===== config.mk =====
export PLATFORM = sky130hd
export DESIGN_NAME = conv_slice_sched
export DESIGN_NICKNAME = d
export VERILOG_FILES = /design/src/rtl/tsched_pkg.sv /design/src/rtl/src_req_gate.sv /design/src/rtl/slice_boundary.sv /design/src/rtl/slice_arbiter.sv /design/src/rtl/conv_slice_sched.sv
export SDC_FILE = /design/constraint.sdc
export NUM_CORES = 1
export LEC_CHECK = 0
export ABC_CLOCK_PERIOD_IN_PS = 5310
export BUFFER_PORTS_ARGS = -buffer_cell sky130_fd_sc_hd__buf_2
export CORE_MARGIN = 8
export CORE_UTILIZATION = 44
export CTS_CLUSTER_DIAMETER = 60
export DETAILED_ROUTE_END_ITERATION = 6
export SKIP_CTS_REPAIR_TIMING = 1
export SYNTH_ARGS = -nofsm -noshare
export SYNTH_HDL_FRONTEND = slang
export SYNTH_SLANG_ARGS = --single-unit

===== constraint.sdc =====
create_clock -name clk -period 5.31 [get_ports clk]
set_input_delay 0 -clock clk [delete_from_list [all_inputs] [get_ports clk]]
set_output_delay 0 -clock clk [all_outputs]
set_load 0.005 [all_outputs]

===== src/rtl/tsched_pkg.sv =====
package tsched_pkg;

    localparam int NTASK = 3;
    localparam int NSECT = 3;

    localparam int TASK_ENC = 0;
    localparam int TASK_VF  = 1;
    localparam int TASK_PP  = 2;

    typedef enum logic [1:0] {
        SEC_DOWN = 2'd0,
        SEC_MAIN = 2'd1,
        SEC_ROT  = 2'd2
    } sect_e;

    typedef logic [NTASK-1:0]         tmask_t;
    typedef logic [$clog2(NTASK)-1:0] tidx_t;

    typedef struct packed {
        tmask_t gnt;
        tidx_t  ptr;
    } slice_state_t;

    // First requester at or after 'start' in cyclic order.
    function automatic tmask_t rr_pick(tmask_t req, tidx_t start);
        tmask_t r;
        r = '0;
        for (int k = 0; k < NTASK; k++) begin
            int idx;
            idx = (int'(start) + k) % NTASK;
            if (r == '0 && req[idx]) r[idx] = 1'b1;
        end
        return r;
    endfunction

    // Index following the task that holds a one-hot grant.
    function automatic tidx_t after_owner(tmask_t g);
        tidx_t n;
        n = '0;
        for (int k = 0; k < NTASK; k++) begin
            if (g[k]) n = tidx_t'((k + 1) % NTASK);
        end
        return n;
    endfunction

endpackage


===== src/rtl/src_req_gate.sv =====
module src_req_gate
    import tsched_pkg::*;
(
    input  tmask_t req_in,
    input  logic   src_deint,
    output tmask_t req_out
);
    tmask_t block;

    always_comb begin
        block = '0;
        block[TASK_ENC] = src_deint;
        req_out = req_in & ~block;
    end
endmodule


===== src/rtl/slice_boundary.sv =====
module slice_boundary #(
    parameter bit COUNTED = 1'b0,
    parameter int BURST   = 8
) (
    input  logic clk,
    input  logic rst,
    input  logic active,
    input  logic strobe,
    output logic slice_end
);
    generate
        if (COUNTED) begin : g_count
            localparam int CW = (BURST > 1) ? $clog2(BURST) : 1;
            localparam logic [CW-1:0] LAST = CW'(BURST - 1);
            logic [CW-1:0] cnt;

            assign slice_end = active && strobe && (cnt == LAST);

            always_ff @(posedge clk) begin
                if (rst) begin
                    cnt <= '0;
                end else if (slice_end) begin
                    cnt <= '0;
                end else if (active && strobe) begin
                    cnt <= cnt + 1'b1;
                end
            end
        end else begin : g_direct
            assign slice_end = active && strobe;
        end
    endgenerate
endmodule


===== src/rtl/slice_arbiter.sv =====
module slice_arbiter
    import tsched_pkg::*;
(
    input  logic   clk,
    input  logic   rst,
    input  tmask_t req,
    input  logic   slice_end,
    output tmask_t gnt
);
    slice_state_t st, st_nxt;

    always_comb begin
        st_nxt = st;
        if (st.gnt == '0) begin
            st_nxt.gnt = rr_pick(req, st.ptr);
        end else if (slice_end) begin
            st_nxt.ptr = after_owner(st.gnt);
            st_nxt.gnt = rr_pick(req, after_owner(st.gnt));
        end
    end

    always_ff @(posedge clk) begin
        if (rst) begin
            st.gnt <= '0;
            st.ptr <= tidx_t'(TASK_ENC);
        end else begin
            st <= st_nxt;
        end
    end

    assign gnt = st.gnt;
endmodule


===== src/rtl/conv_slice_sched.sv =====
module conv_slice_sched
    import tsched_pkg::*;
#(
    parameter int BURST_PIX = 8
) (
    input  logic       clk,
    input  logic       rst,
    input  logic [2:0] req_down,
    input  logic [2:0] req_main,
    input  logic [2:0] req_rot,
    input  logic       src_deint,
    input  logic       pix_done,
    input  logic       line_done,
    input  logic       frame_done,
    output logic [2:0] gnt_down,
    output logic [2:0] gnt_main,
    output logic [2:0] gnt_rot
);
    tmask_t req_raw [NSECT];
    tmask_t req_ok  [NSECT];
    tmask_t gnt_arr [NSECT];
    logic   strobe  [NSECT];
    logic   s_end   [NSECT];

    assign req_raw[SEC_DOWN] = req_down;
    assign req_raw[SEC_MAIN] = req_main;
    assign req_raw[SEC_ROT]  = req_rot;
    assign strobe[SEC_DOWN]  = pix_done;
    assign strobe[SEC_MAIN]  = line_done;
    assign strobe[SEC_ROT]   = frame_done;

    generate
        for (genvar s = 0; s < NSECT; s++) begin : g_sect
            src_req_gate u_gate (
                .req_in    (req_raw[s]),
                .src_deint (src_deint),
                .req_out   (req_ok[s])
            );

            slice_boundary #(
                .COUNTED (s == int'(SEC_DOWN)),
                .BURST   (BURST_PIX)
            ) u_bnd (
                .clk       (clk),
                .rst       (rst),
                .active    (gnt_arr[s] != '0),
                .strobe    (strobe[s]),
                .slice_end (s_end[s])
            );

            slice_arbiter u_arb (
                .clk       (clk),
                .rst       (rst),
                .req       (req_ok[s]),
                .slice_end (s_end[s]),
                .gnt       (gnt_arr[s])
            );
        end
    endgenerate

    assign gnt_down = gnt_arr[SEC_DOWN];
    assign gnt_main = gnt_arr[SEC_MAIN];
    assign gnt_rot  = gnt_arr[SEC_ROT];
endmodule


# --- Word level (Yosys, flattened, before mapping) ---
# Index checks and enable logic that the tools add are counted.
classes:
  mux: 147
  n_eq_ne: 1
  magnitude_cmp: 36
  bitwise: 19
  n_div: 18
  addsub: 13
  n_reduce_logical: 59
ops:
  columns: ["cell", "count"]
  rows:
  - ["$ge 32x1->1 const B", 18]
  - ["$lt 32x4->1 const B", 18]
  - ["$mod 32x3->32 const B", 12]
  - ["$mod 3x3->32 const B", 6]
  - ["$mux 3", 39]
  - ["$mux 1", 57]
  - ["$logic_not 3->1", 15]
  - ["$bmux 1 s2", 18]
  - ["$demux 1 s2", 18]
  - ["$or 3x3->3", 12]
  - ["$logic_and 1x1->1", 34]
  - ["$mux 2", 12]
  - ["$add 2x1->3 const B", 6]
  - ["$add 2x2->3 const B", 6]
  - ["$mux 5", 3]
  - ["$and 3x3->3", 3]
  - ["$reduce_bool 3->1", 3]
  - ["$reduce_and 2->1", 3]
  - ["$reduce_bool 2->1", 3]
  - ["$add 3x1->3 const B", 1]
  - ["$eq 3x3->1 const B", 1]
  - ["$not 1->1", 3]
  - ["$not 1->3", 1]
  - ["$reduce_or 2->1", 1]
totals:
  inputBits: 15
  word_cells: 300
  register_bits: 18

# --- Logic depth before layout (Yosys ltp) ---
logic_depth:
  ltp_word: 23
  ltp_mapped: 11

# --- Cells and area by module ---
# From an unflattened synthesis, not the netlist that was laid out.
unflattened:
  hier_cells: 369
  area_unflattened_um2: 2976.6
by_module_without_submodules:
  columns: ["mod", "instances", "cells_per_inst", "area_each_um2"]
  rows:
  - ["slice_arbiter (g_sect[0].u_arb ...)", 2, 112, 918.4]
  - ["slice_arbiter (g_sect[2].u_arb)", 1, 116, 855.8]
  - ["slice_boundary (g_sect[0].u_bnd)", 1, 15, 166.4]
  - ["src_req_gate", 3, 3, 28.8]
  - ["conv_slice_sched", 1, 3, 18.8]
  - ["slice_boundary (g_sect[1].u_bnd ...)", 2, 1, 6.3]

# --- Worst setup path before layout ---
# Ideal clock, no wire load.
synth_path:
  path_type: "register to register"
  from: "reg g_sect[1].u_arb.gnt[2] (netlist name)"
  to: "reg g_sect[1].u_arb.gnt[2] (netlist name)"
  setup_time_ps: 71
  stages_incl_launch_ff: 11
  path_slack_ps: 3100
  t_arrival_ps: 2139
  required_ps: 5239
  period_less_slack_ps: 2210
  cell_sequence: "dfxtp_1 inv_1 nand2_1 inv_1 ha_1 clkbuf_1 o31ai_1 o21a_1 or4_1 o221a_2 a21oi_1"
synth_between:
  elab_chain_len: 21
synth_rtl:
  columns: ["element"]
  rows:
  - ["parallel branches: the longest is 21 deep, another holds $mod 32x3->32"]
# Several ways; the timed one is not identified. The select of a mux whose other input is x is not followed.
# A chain may end at the register's enable or synchronous reset.

# --- Final worst setup path ---
layout_path:
  from: "reg g_sect[1].u_arb.gnt[2] (netlist name)"
  to: "reg g_sect[1].u_arb.gnt[2] (netlist name)"
layout_between:
  elab_chain_len: 21
layout_rtl:
  columns: ["element"]
  rows:
  - ["parallel branches: the longest is 21 deep, another holds $mod 32x3->32"]
# Several ways; the timed one is not identified. The select of a mux whose other input is x is not followed.

==> metrics.txt <==
Critical Path Sink Type=flop; H-tree levels=1; worst-path maximum fanout=10; Max transition margin=58.76%; Post-synth EDFFs=0; post-synthesis cell type count=62; share of layout cells above drive strength 1=9.742%; Initial Util=44.97%; die area=8201 µm²; Placer Congestion=0.8621; GR Overflow Total=0; Mean Syn Cell Area=7.009 µm²; final setup vio count=0; drt drc=0; Root Buffer=clkbuf_8; Max clock buf depth=2; RSZ-0062 raised after global routing=no; top cells by area, synth=dfxtp_1 15%, ha_1 13%, a21oi_1 6.1%, nor2_1 5.2%, nand2_1 4.9%; routed vias/inst=5.983; Layout Cells excl Fill=421; Die Y=90.56 µm; Antenna Violating Nets Remaining=0; Hold Crit Depth=3; CP arrival=2.55 ns; FF-to-FF End=g_sect[1].u_arb.gnt[2]$_SDFFE_PP0P_; wire length per cell=14.05 µm; # IOs=24; MaxCap Viol Count=0; Antenna Cells=0; pwr dens=377.8 nW/µm²; largest area contributor in the netlist=dfxtp_1; first-pass GRT wire length=10.16 mm; VDD IR-drop max=0.0001543 V; critical path class=reg -> reg; initial antenna violation count=0; mapped cell area=2446 µm²; Clock Latency Late Sink=0.25 ns; DP Cell Count=417; status=finished clean; Slew Viols, Final=0; Die X=90.56 µm; Syn Nets=390; register-to-register setup slack=2.94 ns; row count=27; worst hold endpoint=g_sect[2].u_arb.st[1]$_SDFFE_PP0P_; Fin. Hold Viols=0; most common cell after layout, fill and taps aside=nor2_1; share of the synthesized area in the top cell type=14.73%; Total GRT Usage=13.97%; largest net degree at the start of global routing=28; via count=2519; Seq/Total Area, Yosys=14.73%; fmax=422.8 MHz; Clock Sinks=18; leading cell types in the layout, fill and taps excluded=34 x nor2_1, 32 x nand2_1, 30 x a21oi_1; crit path launch type=flop; minimum clock period=2.365 ns; Async SR Flop Fraction=0%; cell count after synthesis=349; Port Buf Inserts=23; clock buffer count from CTS=3; nets@finish=391; CTS tree=yes; prevailing post-synth register cell=dfxtp_1; 1st-pass router iterations=5; worst-margin pin slew=0.6109 ns; Worst Skew=0.0008751 ns; post-synthesis register bit count=18; Setup TNS=0 ns; Synth-to-Final Area Change=4.910%; vias in the first global route=2216; Tcrit/Tclk final=44.54%; DR iter-0 viols=157; HP Class=in -> reg; WP data required=5.50 ns; Leakage Power=0.001019 µW; Final HPWL DP=4.618 mm; total core area=5439 µm²; CTS clk-pin slew, worst paths=0.07 ns; RR Startpoint=g_sect[1].u_arb.gnt[2]$_SDFFE_PP0P_; Hold Startpoint=frame_done; Yosys warnings=0; worst r2r path cells=10; Post-Route WL=5.917 mm
## layer usage
metal / share of wire, % / global-route usage, %
met1: 50 / 19.61
met2: 44 / 22.29
met3: 4.6 / 0.9144
met4: 1.3 / 3.606
met5: 0 / 0
## kinds of logic after synthesis
logic type,synth area share [%]
flops,14.73
simple gates,30.59
mux,1.279
buf+inv,9.718
fa+ha+maj,13.30
compound gates,30.38
## layout make-up
class                           count  area [µm²]
Fill cell                         550        2873
Timing Repair Buffer               23       115.1
Clock buffer                        4       55.05
Tap cell                           72       90.09
Sequential cell                    18       360.3
Inverter                           26       97.59
Multi-Input combinational cell    278        1848
## critical path: stages (launching register included)
cell      delay, ns
dfxtp_1        0.38
inv_1          0.07
nand2_1        0.12
inv_1          0.08
ha_1           0.39
nand3b_1       0.13
o31ai_1        0.11
o21a_1         0.21
or4_1          0.51
o221a_2        0.14
a21oi_1        0.14
## cells in the mapped netlist (2+ instances only)
cell type	number
nor2_1	34
nand2_1	32
a21oi_1	30
ha_1	26
inv_1	26
dfxtp_1	18
o21ai_0	17
clkbuf_1	13
nand3b_1	13
nand2b_1	12
nand3_1	10
buf_4	9
nor3_1	8
a31oi_1	7
nor2b_1	6
nor3b_1	5
a221oi_1	4
a22oi_1	4
o211ai_1	4
o22ai_1	4
a211oi_1	3
and3_1	3
buf_2	3
nand4_1	3
o311ai_0	3
or4_1	3
a211o_1	2
a2bb2oi_1	2
a32oi_1	2
mux2i_1	2
nand4b_1	2
nor4b_1	2
o21a_1	2
o21bai_1	2
o221ai_1	2
o2bb2ai_1	2
o311a_1	2
o31ai_1	2
or3b_2	2
## registers in the layout, indices dropped and copies added, names as in the netlist
| register | cells |
|---|---|
| g_sect.u_arb.gnt | 9 |
| g_sect.u_arb.st | 6 |
| g_sect.u_bnd.g_count.cnt | 3 |
## stage by stage
stage               hold WS [ns]  utilization (%)  cell area (µm²)  worst slack [ns]  power (µW)
global placement          0.3150            46.17             2511             2.984       846.7
CTS                      0.05230            47.18             2566             2.954       964.4
global route             0.09627            47.18             2566             2.751        1066
finish                   0.05119            47.18             2566             2.945       969.5
detailed placement        0.3336            46.17             2511             2.976       847.2
floorplan                 0.1626                -             2446             3.100       734.6
## worst max-delay path by stage
stage | end | start | cells after the start | slack [ns]
finish | g_sect[1].u_arb.gnt[2]$_SDFFE_PP0P_ | g_sect[1].u_arb.gnt[2]$_SDFFE_PP0P_ | 10 | 2.94
global route | g_sect[2].u_arb.gnt[0]$_SDFFE_PP0P_ | g_sect[2].u_arb.gnt[1]$_SDFFE_PP0P_ | 9 | 2.75
CTS | g_sect[1].u_arb.gnt[2]$_SDFFE_PP0P_ | g_sect[1].u_arb.gnt[2]$_SDFFE_PP0P_ | 10 | 2.95
detailed placement | g_sect[1].u_arb.gnt[2]$_SDFFE_PP0P_ | g_sect[1].u_arb.gnt[2]$_SDFFE_PP0P_ | 10 | 2.98
global placement | g_sect[2].u_arb.gnt[0]$_SDFFE_PP0P_ | g_sect[2].u_arb.gnt[1]$_SDFFE_PP0P_ | 9 | 2.98
floorplan | g_sect[1].u_arb.gnt[2]$_SDFFE_PP0P_ | g_sect[1].u_arb.gnt[2]$_SDFFE_PP0P_ | 10 | 3.10
## power breakdown
part	internal [µW]	switching (µW)	total (µW)	leakage, µW
sequential	167	33.7	200	0.000147
clock	66.0	49.0	115	0.0000288
combinational	264	390	654	0.000844
total	497	472	969	0.00102
(Power assumes the default switching activity.)
